===== config.mk =====
export PLATFORM = sky130hd
export DESIGN_NAME = spi_regctl
export DESIGN_NICKNAME = d
export VERILOG_FILES = /design/src/rtl/spi_regctl_pkg.sv /design/src/rtl/spi_regctl_sync.sv /design/src/rtl/spi_regctl_shifter.sv /design/src/rtl/spi_regctl_ctrl.sv /design/src/rtl/spi_regctl_bank.sv /design/src/rtl/spi_regctl.sv
export SDC_FILE = /design/constraint.sdc
export NUM_CORES = 1
export LEC_CHECK = 0
export BUFFER_PORTS_ARGS = -buffer_cell sky130_fd_sc_hd__buf_2
export CAP_MARGIN = 20
export CORE_MARGIN = 3
export CORE_UTILIZATION = 60
export CTS_CLUSTER_DIAMETER = 60
export DETAILED_ROUTE_END_ITERATION = 8
export GPL_TIMING_DRIVEN = 1
export PLACE_DENSITY_LB_ADDON = 0.08
export SETUP_SLACK_MARGIN = 0.5
export SYNTH_ARGS = -nofsm -noshare
export SYNTH_HDL_FRONTEND = slang
export SYNTH_SLANG_ARGS = --single-unit

===== constraint.sdc =====
create_clock -name clk -period 3.9 [get_ports clk]
set_input_delay 0.39 -clock clk [delete_from_list [all_inputs] [get_ports clk]]
set_output_delay 0.39 -clock clk [all_outputs]
set_load 0.02 [all_outputs]

===== src/rtl/spi_regctl_pkg.sv =====
package spi_regctl_pkg;

   // Where the frame parser stands within a transaction
   typedef enum logic {
      PH_WORD = 1'b0,   // next byte is a control/command word
      PH_DATA = 1'b1    // next byte is a data byte
   } phase_e;

   // Meaning of a decoded control word
   typedef struct packed {
      logic is_cmd;
      logic is_read;
      logic is_stream;
   } word_kind_t;

endpackage


===== src/rtl/spi_regctl_sync.sv =====
module spi_regctl_sync #(
   parameter int              WIDTH   = 3,
   parameter int              STAGES  = 2,
   parameter logic [WIDTH-1:0] RST_VAL = '0
) (
   input  logic             clk,
   input  logic             rst_n,
   input  logic [WIDTH-1:0] d_in,
   output logic [WIDTH-1:0] d_out
);

   logic [WIDTH-1:0] stg [STAGES];

   initial begin
      stages_min_chk: assert (STAGES >= 2)
         else $error("synchronizer needs at least two stages");
   end

   generate
      for (genvar s = 0; s < STAGES; s++) begin : g_stage
         if (s == 0) begin : g_first
            always_ff @(posedge clk or negedge rst_n) begin
               if (!rst_n) stg[s] <= RST_VAL;
               else        stg[s] <= d_in;
            end
         end else begin : g_next
            always_ff @(posedge clk or negedge rst_n) begin
               if (!rst_n) stg[s] <= RST_VAL;
               else        stg[s] <= stg[s-1];
            end
         end
      end
   endgenerate

   assign d_out = stg[STAGES-1];

endmodule


===== src/rtl/spi_regctl_shifter.sv =====
module spi_regctl_shifter #(
   parameter int DATA_W = 8
) (
   input  logic              clk,
   input  logic              rst_n,
   input  logic              sclk_s,
   input  logic              cs_n_s,
   input  logic              mosi_s,
   input  logic              load_en,
   input  logic [DATA_W-1:0] load_data,
   output logic              active,
   output logic              byte_done,
   output logic [DATA_W-1:0] rx_byte,
   output logic              miso
);

   localparam int CNT_W = $clog2(DATA_W);

   logic              sclk_q;
   logic              rise;
   logic [CNT_W-1:0]  bitcnt;
   logic [DATA_W-2:0] rx_sh;
   logic [DATA_W-1:0] tx_sh;

   assign active    = ~cs_n_s;
   assign rise      = active & sclk_s & ~sclk_q;
   assign byte_done = rise & (bitcnt == CNT_W'(DATA_W-1));
   assign rx_byte   = {rx_sh, mosi_s};
   assign miso      = tx_sh[DATA_W-1];

   always_ff @(posedge clk or negedge rst_n) begin
      if (!rst_n) begin
         sclk_q <= 1'b0;
         bitcnt <= '0;
         rx_sh  <= '0;
         tx_sh  <= '0;
      end else begin
         sclk_q <= sclk_s;
         if (!active) begin
            bitcnt <= '0;
            rx_sh  <= '0;
            tx_sh  <= '0;
         end else if (rise) begin
            bitcnt <= bitcnt + 1'b1;
            rx_sh  <= rx_byte[DATA_W-2:0];
            tx_sh  <= load_en ? load_data : {tx_sh[DATA_W-2:0], 1'b0};
         end
      end
   end

   // a completed byte needs fresh SCLK edges, so two in a row are impossible
   byte_gap_chk: assert property (@(posedge clk) disable iff (!rst_n)
      byte_done |=> !byte_done);

   // with slave select released, MISO is low on the following cycle
   miso_idle_chk: assert property (@(posedge clk) disable iff (!rst_n)
      !active |=> !miso);

endmodule


===== src/rtl/spi_regctl_ctrl.sv =====
module spi_regctl_ctrl
   import spi_regctl_pkg::*;
#(
   parameter int DATA_W    = 8,
   parameter int ADDR_W    = 5,
   parameter int CODE_W    = 5,
   parameter bit WRAP_ADDR = 1'b1
) (
   input  logic              clk,
   input  logic              rst_n,
   input  logic              active,
   input  logic              byte_done,
   input  logic [DATA_W-1:0] rx_byte,
   output logic [ADDR_W-1:0] rd_addr,
   output logic              load_en,
   output logic              wr_en,
   output logic [ADDR_W-1:0] wr_addr,
   output logic [DATA_W-1:0] wr_data,
   output logic              cmd_valid,
   output logic [CODE_W-1:0] cmd_code
);

   localparam int CMD_BIT  = DATA_W - 1;
   localparam int RD_BIT   = DATA_W - 2;
   localparam int STRM_BIT = DATA_W - 3;
   localparam logic [ADDR_W-1:0] TOP_ADDR = ADDR_W'((1 << ADDR_W) - 1);

   phase_e            phase_q;
   logic [ADDR_W-1:0] addr_q;
   logic [ADDR_W-1:0] addr_nxt;
   logic              rd_q;
   logic              strm_q;
   word_kind_t        kind;

   assign kind.is_cmd    = rx_byte[CMD_BIT];
   assign kind.is_read   = rx_byte[RD_BIT];
   assign kind.is_stream = rx_byte[STRM_BIT];

   // Address step for streaming mode: variant chosen by parameter
   generate
      if (WRAP_ADDR) begin : g_wrap
         assign addr_nxt = addr_q + 1'b1;

         // each streamed byte advances the pointer by one, modulo the bank size
         stream_step_chk: assert property (@(posedge clk) disable iff (!rst_n)
            (byte_done && phase_q == PH_DATA && strm_q) |=> (addr_q == $past(addr_q) + 1'b1));
      end else begin : g_sat
         assign addr_nxt = (addr_q == TOP_ADDR) ? addr_q : addr_q + 1'b1;
      end
   endgenerate

   always_comb begin
      load_en = 1'b0;
      rd_addr = addr_nxt;
      if (byte_done) begin
         if (phase_q == PH_WORD) begin
            load_en = ~kind.is_cmd & kind.is_read;
            rd_addr = rx_byte[ADDR_W-1:0];
         end else begin
            load_en = rd_q & strm_q;
         end
      end
   end

   assign wr_en   = byte_done & (phase_q == PH_DATA) & ~rd_q;
   assign wr_addr = addr_q;
   assign wr_data = rx_byte;

   always_ff @(posedge clk or negedge rst_n) begin
      if (!rst_n) begin
         phase_q   <= PH_WORD;
         addr_q    <= '0;
         rd_q      <= 1'b0;
         strm_q    <= 1'b0;
         cmd_valid <= 1'b0;
         cmd_code  <= '0;
      end else begin
         cmd_valid <= 1'b0;
         if (!active) begin
            phase_q <= PH_WORD;
            rd_q    <= 1'b0;
            strm_q  <= 1'b0;
         end else if (byte_done) begin
            if (phase_q == PH_WORD) begin
               if (kind.is_cmd) begin
                  cmd_valid <= 1'b1;
                  cmd_code  <= rx_byte[CODE_W-1:0];
               end else begin
                  phase_q <= PH_DATA;
                  addr_q  <= rx_byte[ADDR_W-1:0];
                  rd_q    <= kind.is_read;
                  strm_q  <= kind.is_stream;
               end
            end else if (strm_q) begin
               addr_q <= addr_nxt;
            end else begin
               phase_q <= PH_WORD;
            end
         end
      end
   end

   // a command strobe lasts a single cycle
   cmd_pulse_chk: assert property (@(posedge clk) disable iff (!rst_n)
      cmd_valid |=> !cmd_valid);

   // releasing slave select returns the parser to the control-word phase
   abort_phase_chk: assert property (@(posedge clk) disable iff (!rst_n)
      !active |=> (phase_q == PH_WORD));

   // in single mode a data byte is followed by a control word
   single_return_chk: assert property (@(posedge clk) disable iff (!rst_n)
      (byte_done && phase_q == PH_DATA && !strm_q) |=> (phase_q == PH_WORD));

endmodule


===== src/rtl/spi_regctl_bank.sv =====
module spi_regctl_bank #(
   parameter int              DATA_W  = 8,
   parameter int              ADDR_W  = 5,
   parameter logic [DATA_W-1:0] RST_VAL = '0
) (
   input  logic                          clk,
   input  logic                          rst_n,
   input  logic                          wr_en,
   input  logic [ADDR_W-1:0]             wr_addr,
   input  logic [DATA_W-1:0]             wr_data,
   input  logic [ADDR_W-1:0]             rd_addr,
   output logic [DATA_W-1:0]             rd_data,
   output logic [(1<<ADDR_W)*DATA_W-1:0] bank_o
);

   localparam int NREG = 1 << ADDR_W;

   logic [DATA_W-1:0] regs [NREG];

   generate
      for (genvar i = 0; i < NREG; i++) begin : g_reg
         always_ff @(posedge clk or negedge rst_n) begin
            if (!rst_n)                                   regs[i] <= RST_VAL;
            else if (wr_en && wr_addr == ADDR_W'(i))      regs[i] <= wr_data;
         end
         assign bank_o[i*DATA_W +: DATA_W] = regs[i];

         // a write lands in its addressed register on the next cycle
         wr_land_chk: assert property (@(posedge clk) disable iff (!rst_n)
            (wr_en && wr_addr == ADDR_W'(i)) |=> (regs[i] == $past(wr_data)));

         // without a write strobe the register keeps its value
         hold_chk: assert property (@(posedge clk) disable iff (!rst_n)
            !(wr_en && wr_addr == ADDR_W'(i)) |=> $stable(regs[i]));
      end
   endgenerate

   assign rd_data = regs[rd_addr];

endmodule


===== src/rtl/spi_regctl.sv =====
module spi_regctl #(
   parameter int DATA_W      = 8,
   parameter int ADDR_W      = 5,
   parameter int CODE_W      = 5,
   parameter int SYNC_STAGES = 2,
   parameter bit WRAP_ADDR   = 1'b1
) (
   input  logic                          clk,
   input  logic                          rst_n,
   input  logic                          spi_sclk,
   input  logic                          spi_cs_n,
   input  logic                          spi_mosi,
   output logic                          spi_miso,
   output logic                          cmd_valid,
   output logic [CODE_W-1:0]             cmd_code,
   output logic [(1<<ADDR_W)*DATA_W-1:0] ctrl_regs
);

   localparam int NREG = 1 << ADDR_W;

   initial begin
      addr_fit_chk: assert (ADDR_W <= DATA_W - 3)
         else $error("address field overlaps the mode bits of the control word");
      code_fit_chk: assert (CODE_W <= DATA_W - 3)
         else $error("command code overlaps the mode bits of the control word");
      bank_size_chk: assert (NREG >= 2)
         else $error("bank needs at least two registers");
   end

   logic              cs_n_s, sclk_s, mosi_s;
   logic              active, byte_done, load_en, wr_en;
   logic [DATA_W-1:0] rx_byte, rd_data, wr_data;
   logic [ADDR_W-1:0] rd_addr, wr_addr;

   spi_regctl_sync #(
      .WIDTH   (3),
      .STAGES  (SYNC_STAGES),
      .RST_VAL (3'b100)
   ) i_sync (
      .clk   (clk),
      .rst_n (rst_n),
      .d_in  ({spi_cs_n, spi_sclk, spi_mosi}),
      .d_out ({cs_n_s, sclk_s, mosi_s})
   );

   spi_regctl_shifter #(
      .DATA_W (DATA_W)
   ) i_shifter (
      .clk       (clk),
      .rst_n     (rst_n),
      .sclk_s    (sclk_s),
      .cs_n_s    (cs_n_s),
      .mosi_s    (mosi_s),
      .load_en   (load_en),
      .load_data (rd_data),
      .active    (active),
      .byte_done (byte_done),
      .rx_byte   (rx_byte),
      .miso      (spi_miso)
   );

   spi_regctl_ctrl #(
      .DATA_W    (DATA_W),
      .ADDR_W    (ADDR_W),
      .CODE_W    (CODE_W),
      .WRAP_ADDR (WRAP_ADDR)
   ) i_ctrl (
      .clk       (clk),
      .rst_n     (rst_n),
      .active    (active),
      .byte_done (byte_done),
      .rx_byte   (rx_byte),
      .rd_addr   (rd_addr),
      .load_en   (load_en),
      .wr_en     (wr_en),
      .wr_addr   (wr_addr),
      .wr_data   (wr_data),
      .cmd_valid (cmd_valid),
      .cmd_code  (cmd_code)
   );

   spi_regctl_bank #(
      .DATA_W  (DATA_W),
      .ADDR_W  (ADDR_W),
      .RST_VAL ('0)
   ) i_bank (
      .clk     (clk),
      .rst_n   (rst_n),
      .wr_en   (wr_en),
      .wr_addr (wr_addr),
      .wr_data (wr_data),
      .rd_addr (rd_addr),
      .rd_data (rd_data),
      .bank_o  (ctrl_regs)
   );

   // command strobe and MISO are quiet in the first cycle out of reset
   reset_quiet_chk: assert property (@(posedge clk)
      $rose(rst_n) |-> (!cmd_valid && !spi_miso));

endmodule


**Word level (Yosys, flattened, before mapping)**

Cells that the tools add are included.

- $add $sub $neg: 2
- Multipliers: 0
- Div/mod/pow operators: 0
- $lt $le $gt $ge: 1
- Eq/ne operators: 36
- Shifts and indexed selects: 0
- Muxes and demuxes: 34
- Bitwise logic cells: 13
- Reduce and logical (&&, ||, !) cells: 38

Operators by type and width:

| kind | number |
|---|---|
| 5-bit equality test, second input constant | 16 |
| 8-bit binary-select mux with 5-bit select | 1 |
| 5-bit by 4-bit equality test with 1-bit output, second input constant | 8 |
| 8-bit two-way mux | 5 |
| 1-bit logical AND | 32 |
| 5-bit two-way mux | 5 |
| 5-bit by 3-bit equality test with 1-bit output, second input constant | 4 |
| 1-bit two-way mux | 19 |
| 7-bit two-way mux | 2 |
| 5-bit by 2-bit equality test with 1-bit output, second input constant | 2 |
| 4-bit AND reduction | 2 |
| 1-bit AND | 7 |
| 6-bit greater-or-equal comparator, second input constant | 1 |
| 3-bit two-way mux | 2 |
| 2-bit inequality test, second input constant | 3 |
| 5-bit NOT with 6-bit output | 1 |
| 5-bit by 1-bit adder with 5-bit output, second input constant | 1 |
| 5-bit by 1-bit equality test with 1-bit output, second input constant | 1 |
| 5-bit zero test | 1 |
| 1-bit NOT | 5 |
| 2-bit nonzero test | 2 |
| 3-bit by 1-bit adder with 3-bit output, second input constant | 1 |
| 3-bit equality test, second input constant | 1 |
| 3-bit AND reduction | 1 |
| 2-bit by 1-bit inequality test with 1-bit output, second input constant | 1 |

- Register bits after elaboration: 295
- Bits in latches: 0
- Bits in writable memories: 0
- ROM bits: 0
- Input port bits: 5
- Output and inout port bits: 263
- Word-level logic and storage cells: 168
- Memories: 0

**Logic depth before layout (Yosys ltp)**

Gate-level depths: netlist (run 1).

- Depth after elaboration: 12
- Depth in mapped cells: 12

**Cells and area by module**

Synthesis (run 1) repeated with hierarchy kept, for this count alone.

- Cells, all modules: 856
- Area, all modules: 13548.0 um2

Modules (own cells, without submodules):

| module | instances | cells each | area an instance (um2) | seq. area each (um2) |
|---|---|---|---|---|
| spi_regctl_bank | 1 | 699 | 11673.7 | 6406.1 |
| spi_regctl_ctrl | 1 | 91 | 892.1 | 350.3 |
| spi_regctl_shifter | 1 | 57 | 807.0 | 475.5 |
| spi_regctl_sync | 1 | 9 | 175.2 | 152.6 |

**Worst setup path after synthesis (run 1)**

No wires, ideal clock.

- Path type: reg-to-reg
- Start: reg i_ctrl.addr_q[0] (netlist: i_ctrl.wr_addr[0])
- End: reg i_shifter.tx_sh[1]
- Arrival: 2.355 ns
- Data required time: 3.769 ns
- Path slack: 1.413 ns
- Stages on the path, launching flop included: 12
- Buffers on the path: 1
- Cell sequence: dfrtp_1 -> ha_1 -> clkbuf_1 -> inv_1 -> nor2_1 -> ha_1 -> o21ai_1 -> o21a_1 -> nor2_1 -> a32oi_1 -> a21oi_1 -> or3_1

- Word-level cells in the longest chain between the ends: 10

Ends and longest elaborated chain:

| what | line | text |
|---|---|---|
| start: declaration | spi_regctl_ctrl.sv:29 | `logic [ADDR_W-1:0] addr_q;` |
| start signal: assignment | spi_regctl_ctrl.sv:90 | `addr_q <= rx_byte[ADDR_W-1:0];` |
| start signal: assignment | spi_regctl_ctrl.sv:95 | `addr_q <= addr_nxt;` |
| 5-bit by 1-bit adder with 5-bit output * | spi_regctl_ctrl.sv:42 | `assign addr_nxt = addr_q + 1'b1;` |
| 5-bit two-way mux | spi_regctl_ctrl.sv:56 | `if (phase_q == PH_WORD) begin` |
| 5-bit two-way mux * | spi_regctl_ctrl.sv:55 | `if (byte_done) begin` |
| 5-bit NOT with 6-bit output (implied by the code) * | spi_regctl_bank.sv:38 | `assign rd_data = regs[rd_addr];` |
| 8-bit binary-select mux with 5-bit select * | spi_regctl_bank.sv:38 |  |
| 8-bit two-way mux (implied by the code) * (2 in series) | spi_regctl_bank.sv:38 |  |
| 8-bit two-way mux * | spi_regctl_shifter.sv:46 | `tx_sh <= load_en ? load_data : {tx_sh[DATA_W-2:0], 1'b0};` |
| 8-bit two-way mux * | spi_regctl_shifter.sv:43 | `end else if (rise) begin` |
| 8-bit two-way mux * | spi_regctl_shifter.sv:39 | `if (!active) begin` |
| end signal: assignment | spi_regctl_shifter.sv:46 |  |
| end: declaration | spi_regctl_shifter.sv:23 | `logic [DATA_W-1:0] tx_sh;` |

Mark *: on every way between the ends. The rest lies on a longest branch, timed or not. The select of a mux whose other input is x is not followed.
A chain may end at the register's enable or synchronous reset.

**Worst setup path after layout (run 1)**

- Start: reg i_ctrl.addr_q[0] (netlist: i_ctrl.wr_addr[0])
- End: reg i_shifter.tx_sh[7]

The elaborated chain is that of the path after synthesis.

==> flow_metrics.env, run 1 <==
export IMPL_gr_usage_met3_pct=7.46
export IMPL_pin_count=268
export IMPL_drive_gt1_share_pct=42.9
export IMPL_first_iter_violations=1057
export IMPL_die_h_um=158
export IMPL_post_drt_via_cell_ratio=6.39
export IMPL_power_density_mw_per_mm2=372
export IMPL_post_dp_cell_area_mm2=0.0154
export IMPL_setup_viol=0
export IMPL_fin_crit_sh_pct=81.9
export IMPL_synth_cells=1176
export IMPL_grt_max_degree=105
export IMPL_drv_cap=0
export IMPL_drcViolationCount=0
export IMPL_pre_cts_ws_ns=0.620
export IMPL_vias=11000
export IMPL_cts_max_level=1
export IMPL_grtUsageMet2_pct=54.9
export IMPL_clk_latency_ns=0.55
export IMPL_worstHoldPathType="reg -> reg"
export IMPL_cp_arrival_ns=3.61
export IMPL_synth_edf_count=0
export IMPL_path_clk_slew_ns=0.06
export IMPL_dp_hpwl_mm=29.7
export IMPL_worst_setup_path_end_kind="flop"
export IMPL_leakage_nw=8.71
export IMPL_slew_violations=0
export IMPL_synth_top_flop_cell="dfrtp_1"
export IMPL_synth_cell_area_mm2=0.0139
export IMPL_syn_num_nets=1189
export IMPL_die_area_mm2=0.0250
export IMPL_layout_setup_ws_ns=0.705
export IMPL_multi_input_area_mm2=0.00609
export IMPL_gr_max_usage_layer="met2"
export IMPL_avgRoutedWirePerCell_um=25.1
export IMPL_nets=1437
export IMPL_fin_area_mm2=0.0165
export IMPL_start_kind="flop"
export IMPL_grtUsageTotal_pct=34.3
export IMPL_synth_common_cells="293 x dfrtp_1, 260 x mux2_2, 216 x nand2_1, 52 x mux2i_1, 52 x nand3_1"
export IMPL_fillCellCount=1609
export IMPL_cts_setup_buffers=0
export IMPL_grt_pass1_wl_mm=65.0
export IMPL_hold_violations=0
export IMPL_clockBufferDepth=3
export IMPL_synth_seq_cells=295
export IMPL_rsz0062_at_grt="no"
export IMPL_synthToLayoutAreaGrowth_pct=18.7
export IMPL_regArea_mm2=0.00738
export IMPL_coreArea_mm2=0.0223
export IMPL_critical_path_class="reg -> reg"
export IMPL_met1_usage_pct=46.1
export IMPL_rows=54
export IMPL_routed_wl_mm=43.4
export IMPL_crit_required_ns=4.32
export IMPL_yosysMostFrequentCell="dfrtp_1"
export IMPL_synth_avg_cell_area_um2=11.8
export IMPL_start_util_pct=62.2
export IMPL_ys_top_cells_by_area="dfrtp_1 53%, mux2_2 21%, nand2_1 5.8%, mux2i_1 3.8%, nand3_1 1.9%"
export IMPL_die_width_um=158
export IMPL_peakVddDrop_v=0.000294
export IMPL_drt_pass1_iterations=5
export IMPL_cts_tree="built"
export IMPL_antenna_cells=0
export IMPL_overflow=0
export IMPL_yosysSeqAreaShare_pct=53.2
export IMPL_synth_cell_types=60
export IMPL_cts_buffers=30
export IMPL_fmax_mhz=313
export IMPL_yosysTopAreaCell="dfrtp_1"
export IMPL_yosysWarnings=0
export IMPL_slew_headroom_pct=39.4
export IMPL_tns_ns=0
export IMPL_status="complete, no violations"
export IMPL_grt_pass1_vias=10900
export IMPL_fin_crit_ns=3.20
export IMPL_ys_async_sr_fraction_pct=100
export IMPL_synth_top_area_share_pct=52.9
export IMPL_antenna_found_initial=1
export IMPL_antenna_left=0
export IMPL_gp_routability_congestion=0.944
export IMPL_clockRootBuffer="clkbuf_16"
export IMPL_fin_skew_ns=0.00764
export IMPL_io_buffers=267
export IMPL_clkSinkCount=295
export IMPL_crit_fanout=9
export IMPL_worst_pin_slew_ns=0.906
-- per-stage QoR --
stage                     util (%)  hold WS, ns  cells  total power, W
final                         73.8        0.351   1726         0.00612
after detailed placement      69.0        0.339   1667         0.00323
after global routing          73.8        0.358   1726         0.00626
after global placement        68.8        0.333   1665         0.00323
after floorplan                  -       0.0944   1176         0.00315
after CTS                     73.7        0.352   1725         0.00613
-- registers in the layout, summed over array words and instances, names as in the netlist --
name              cells
i_shifter.bitcnt      3
i_ctrl.strm_q         1
i_sync.stg            3
i_ctrl.rd_q           1
i_ctrl.wr_addr        5
i_shifter.rx_sh       7
i_sync.d_out          3
i_ctrl.cmd_code       5
i_shifter.sclk_q      1
i_shifter.tx_sh       8
i_ctrl.cmd_valid      1
i_bank.bank_o       256
i_ctrl.phase_q        1
-- cells in the final DEF, fill, tap and decap left out, types with 3 or more instances in the layout --
| cell | Yosys | layout |
|---|---|---|
| a32oi_1 | 24 | 24 |
| ha_1 | 8 | 8 |
| nor2_1 | 24 | 23 |
| nor3_2 | 4 | 4 |
| clkbuf_8 | 0 | 9 |
| a21boi_0 | 6 | 6 |
| nand3_1 | 52 | 52 |
| o31ai_1 | 4 | 4 |
| o21ai_0 | 11 | 11 |
| nand4_1 | 3 | 3 |
| clkinv_2 | 0 | 4 |
| clkbuf_1 | 41 | 6 |
| a211oi_1 | 5 | 5 |
| or3_1 | 5 | 5 |
| nor3_1 | 5 | 5 |
| clkbuf_16 | 0 | 31 |
| o211ai_1 | 5 | 5 |
| a21oi_1 | 41 | 41 |
| mux2_1 | 3 | 3 |
| a31oi_1 | 7 | 7 |
| nand2b_1 | 3 | 3 |
| mux2i_1 | 52 | 52 |
| nand2_1 | 216 | 216 |
| mux2_2 | 260 | 260 |
| buf_2 | 16 | 267 |
| a22oi_1 | 12 | 12 |
| xnor2_1 | 3 | 3 |
| inv_1 | 6 | 6 |
| buf_4 | 12 | 18 |
| dlygate4sd3_1 | 0 | 4 |
| dfrtp_1 | 293 | 293 |
-- repair_timing --
item	4_1_cts	5_1_grt
hold buffers	4	0
resized for setup	0	2
hold endpoints to repair	104	0
endpoints found under the setup margin	0	2
-- area by class of cell --
type / count / area share [%]
Timing Repair Buffer: 294 / 9.73
Clock inverter: 8 / 0.585
Tap cell: 280 / 2.13
Clock buffer: 46 / 5.60
Inverter: 6 / 0.137
Multi-Input combinational cell: 797 / 37.0
Sequential cell: 295 / 44.9
-- worst max-delay path, cell delays in order (launching register included) --
cell	delay (ns)
dfrtp_1	0.45
ha_1	0.43
inv_1	0.12
nor2_1	0.18
ha_1	0.27
o21ai_1	0.12
o21ai_2	0.19
nor2_2	0.48
a32oi_1	0.21
a32oi_1	0.46
o211ai_1	0.13
-- cell families after synthesis --
| kind of cell | share of synthesized area, % |
|---|---|
| fa+ha+maj | 0.722 |
| mux | 25.4 |
| xor+xnor | 0.189 |
| simple gates | 10.5 |
| buf+inv | 3.08 |
| compound gates | 6.87 |
| flops | 53.2 |
-- worst paths after layout --
kind / startpoint / endpoint / slack [ns] / cells after the start
max: i_ctrl.wr_addr[0]$_DFFE_PN0P_ / i_shifter.tx_sh[7]$_DFFE_PN0P_ / 0.70 / 10
max reg2reg: i_ctrl.wr_addr[0]$_DFFE_PN0P_ / i_shifter.tx_sh[7]$_DFFE_PN0P_ / 0.70 / 10
min reg2reg: i_sync.stg[4]$_DFF_PN0_ / i_sync.d_out[1]$_DFF_PN0_ / 0.35 / 0
max in group asynchronous: rst_n / i_bank.bank_o[170]$_DFFE_PN0P_ / 2.33 / 3
min: i_sync.stg[4]$_DFF_PN0_ / i_sync.d_out[1]$_DFF_PN0_ / 0.35 / 0
min in group asynchronous: rst_n / i_ctrl.cmd_valid$_DFF_PN0_ / 0.46 / 2
-- where the power goes --
part	internal (W)	switching [W]
Sequential	0.00307	0.00000745
Clock	0.00175	0.00119
Combinational	0.0000175	0.0000864
-- metal layers --
| metal | up-vias | part of all wire, % |
|---|---|---|
| li1 | 4697 | - |
| met1 | 5557 | 39 |
| met2 | 645 | 47 |
| met3 | 134 | 9.7 |
| met4 | 0 | 4.2 |
| met5 | - | 0 |
Note: power is estimated with default switching activity, not from simulation.
==> run 2, diff against run 1 <==
--- a/config.mk
+++ b/config.mk
@@ -5,10 +5,11 @@
 export SDC_FILE = /design/constraint.sdc
 export NUM_CORES = 1
 export LEC_CHECK = 0
+export ABC_AREA = 1
 export BUFFER_PORTS_ARGS = -buffer_cell sky130_fd_sc_hd__buf_2
 export CAP_MARGIN = 20
 export CORE_MARGIN = 3
-export CORE_UTILIZATION = 60
+export CORE_UTILIZATION = 50
 export CTS_CLUSTER_DIAMETER = 60
 export DETAILED_ROUTE_END_ITERATION = 8
 export GPL_TIMING_DRIVEN = 1
==> constraint.sdc (replaced) <==
create_clock -name clk -period 2.9 [get_ports clk]
set_input_delay 0.29 -clock clk [delete_from_list [all_inputs] [get_ports clk]]
set_output_delay 0.29 -clock clk [all_outputs]
set_load 0.02 [all_outputs]
==> run 2 against run 1 <==
Clock-buffer cell count increased by 5. Critical path depth increased by 4. Highest routed layer unchanged. Sequential power increased by 35%.
==> flow_metrics.env, run 2 <==
export IMPL_clockRootBuffer="clkbuf_16"
export IMPL_fin_crit_sh_pct=81.4
export IMPL_ys_top_cells_by_area="dfrtp_1 54%, nand2_1 16%, o21ai_0 9.7%, nand3_1 9.4%, buf_2 1.6%"
export IMPL_synth_compound_area_share_pct=11.2
export IMPL_critical_path_slowest_cell="dfrtp_1"
export IMPL_grtUsageTotal_pct=34.1
export IMPL_antenna_found_initial=0
export IMPL_rows=59
export IMPL_crit_fanout=8
export IMPL_worst_pin_slew_ns=0.758
export IMPL_critical_path_class="reg -> reg"
export IMPL_synth_seq_cells=295
export IMPL_synth_top_flop_cell="dfrtp_1"
export IMPL_setup_viol=0
export IMPL_largest_reg_flops=256
export IMPL_cp_slowest_stage_delay_ns=0.36
export IMPL_ys_async_sr_fraction_pct=100
export IMPL_layout_common_cells="562 x nand2_1, 291 x dfrtp_1, 266 x buf_2"
export IMPL_path_clk_slew_ns=0.06
export IMPL_synthToLayoutAreaGrowth_pct=31.6
export IMPL_synth_cells=1637
export IMPL_multi_input_area_mm2=0.00610
export IMPL_syn_num_nets=1650
export IMPL_rsz0062_at_grt="yes"
export IMPL_synth_common_cells="578 x nand2_1, 293 x dfrtp_1, 263 x o21ai_0, 255 x nand3_1, 48 x clkbuf_1"
export IMPL_cts_buffers=36
export IMPL_layout_cells_non_filler=2282
export IMPL_path_common_cell="nand3_2"
export IMPL_synthXorXnorAreaFrac_pct=0.0647
export IMPL_grt_max_degree=75
export IMPL_status="complete, no violations"
export IMPL_clockBufferDepth=3
export IMPL_drv_cap=0
export IMPL_nets=1933
export IMPL_crit_chain="ha_2 -> ha_4 -> nand4_1 -> buf_6 -> o21ai_4 -> buf_12 -> buf_12 -> nand3_1 -> nand3_2 -> nand3_2 -> nand3_2 -> nand3_1 -> nand2_1 -> nand2_1"
export IMPL_crit_family="simple AND/OR/NAND/NOR gates"
export IMPL_synth_cell_area_mm2=0.0135
export IMPL_yosysSeqAreaShare_pct=54.6
export IMPL_clk_latency_ns=0.52
export IMPL_coreArea_mm2=0.0264
export IMPL_slew_headroom_pct=49.4
export IMPL_synth_cell_types=33
export IMPL_pre_cts_ws_ns=0.0750
export IMPL_yosysTopAreaCell="dfrtp_1"
export IMPL_tns_ns=0
export IMPL_dp_cells=2164
export IMPL_whs_ns=0.347
export IMPL_r2r_start="i_shifter.bitcnt[0]$_DFFE_PN0P_"
export IMPL_cts_max_level=2
export IMPL_synth_top_family_by_area="simple AND/OR/NAND/NOR gates"
export IMPL_mostFrequentLayoutCell="nand2_1"
export IMPL_synth_avg_cell_area_um2=8.27
export IMPL_io_buffers=267
export IMPL_fin_util_pct=67.6
export IMPL_synth_fa_ha_area_share_pct=0.740
export IMPL_cts_tree="built"
export IMPL_avgRoutedWirePerCell_um=22.8
export IMPL_first_iter_violations=1883
export IMPL_overflow=0
export IMPL_drive_gt1_share_pct=29.0
export IMPL_start_util_pct=51.3
export IMPL_hold_violations=0
export IMPL_crit_required_ns=3.31
export IMPL_fin_skew_ns=0.0187
export IMPL_grt_pass1_wl_mm=75.7
export IMPL_synth_simple_gate_area_share_pct=28.4
export IMPL_worstHoldPathType="in -> async"
export IMPL_die_h_um=171
export IMPL_fmax_mhz=424
export IMPL_routed_wl_mm=52.1
export IMPL_reg2reg_depth=14
export IMPL_die_width_um=171
export IMPL_clkSinkCount=295
export IMPL_start_kind="flop"
export IMPL_rrSetupSlack_ns=0.54
export IMPL_cp_arrival_ns=2.77
export IMPL_regArea_mm2=0.00739
export IMPL_die_area_mm2=0.0291
export IMPL_synth_top_area_share_pct=54.2
export IMPL_fin_crit_ns=2.36
export IMPL_reg2reg_to="i_shifter.tx_sh[4]$_DFFE_PN0P_"
export IMPL_grt_pass1_vias=12300
export IMPL_leakage_nw=8.77
export IMPL_synth_edf_count=0
export IMPL_yosysWarnings=0
export IMPL_pin_count=268
export IMPL_power_density_mw_per_mm2=502
export IMPL_drt_pass1_iterations=6
export IMPL_yosysMostFrequentCell="nand2_1"
export IMPL_dp_hpwl_mm=32.8
export IMPL_layout_setup_ws_ns=0.539
export IMPL_post_drt_via_cell_ratio=5.92
export IMPL_fillCellCount=2228
export IMPL_antenna_left=0
export IMPL_vias=13500
export IMPL_gp_routability_congestion=0.930
export IMPL_antenna_cells=0
export IMPL_path_buf_inv=3
export IMPL_worst_setup_path_end_kind="flop"
export IMPL_peakVddDrop_v=0.000692
export IMPL_drcViolationCount=0
export IMPL_synthMuxAreaShare_pct=0.0832
export IMPL_slew_violations=0
run 2: cell count changes after synthesis, moves of 22 or more:
| cell | previous run | this run |
|---|---|---|
| mux2i_1 | 52 | 0 |
| buf_2 | 16 | 43 |
| mux2_2 | 260 | 1 |
| a32oi_1 | 24 | 1 |
| nand3_1 | 52 | 255 |
| nand2_1 | 216 | 578 |
| a21oi_1 | 41 | 2 |
| o21ai_0 | 11 | 263 |
| inv_1 | 6 | 28 |
run 2: power breakdown:
part	internal [W]	switching, W
registers	0.00413	0.00000567
logic	0.0000283	0.000133
clock network	0.00281	0.00183
total	0.00696	0.00197
run 2: stage by stage:
stage | instance area, um2 | power (W)
after global placement | 15200 | 0.00436
after global routing | 17800 | 0.00915
after detailed placement | 15200 | 0.00436
after CTS | 16900 | 0.00893
after floorplan | 13500 | 0.00423
final | 17800 | 0.00893
run 2: kinds of logic (layout without fill, tap and decap cells):
family	Yosys count	after routing
adders and majority gates	8	8
AOI/OAI and AO/OA	293	293
muxes	1	1
and+or+nand+nor	898	898
DFF	295	295
buffers and inverters	141	451
xor gates and xnor gates	1	1
run 2: timing repair:
| item | 4_1_cts | 5_1_grt |
|---|---|---|
| cloned | 5 | 10 |
| hold endpoints to repair | 71 | 0 |
| pin swaps | 5 | 28 |
| hold buffers | 4 | 0 |
| buffers inserted | 14 | 20 |
| setup endpoints to repair | 102 | 227 |
| resized for setup | 36 | 114 |
run 2: area by class of cell:
| type | count | share of cell area, % |
|---|---|---|
| Sequential cell | 295 | 41.5 |
| Multi-Input combinational cell | 1201 | 34.2 |
| Timing Repair Buffer | 354 | 14.4 |
| Clock buffer | 51 | 5.89 |
| Tap cell | 335 | 2.35 |
| Clock inverter | 14 | 0.949 |
| Inverter | 32 | 0.710 |
run 2: worst reg2reg max path, delay by kind of cell (launching register included):
family	cells	cell delay [ns]
adders and majority gates	2	0.33
buffers and inverters	3	0.53
and+or+nand+nor	8	0.77
AOI/OAI and AO/OA	1	0.26
DFF	1	0.36
run 2: worst max path at each step:
stage | startpoint | to | depth (start not counted)
after floorplan | i_ctrl.wr_addr[0]$_DFFE_PN0P_ | i_shifter.tx_sh[7]$_DFFE_PN0P_ | 13
final | i_shifter.bitcnt[0]$_DFFE_PN0P_ | i_shifter.tx_sh[4]$_DFFE_PN0P_ | 14
after global routing | i_shifter.bitcnt[0]$_DFFE_PN0P_ | i_shifter.tx_sh[7]$_DFFE_PN0P_ | 15
after global placement | i_ctrl.wr_addr[0]$_DFFE_PN0P_ | i_shifter.tx_sh[4]$_DFFE_PN0P_ | 14
after detailed placement | i_ctrl.wr_addr[0]$_DFFE_PN0P_ | i_shifter.tx_sh[4]$_DFFE_PN0P_ | 14
after CTS | i_shifter.bitcnt[0]$_DFFE_PN0P_ | i_bank.bank_o[24]$_DFFE_PN0P_ | 9
run 2: metal layers:
metal  wire length [um]  vias up  track usage [%]
met2              23400      818             51.4
met3               5240      114             7.86
met5                  0        -                0
met4               1750        0             10.8
li1                   -     6001                -
met1              21700     6570             49.5
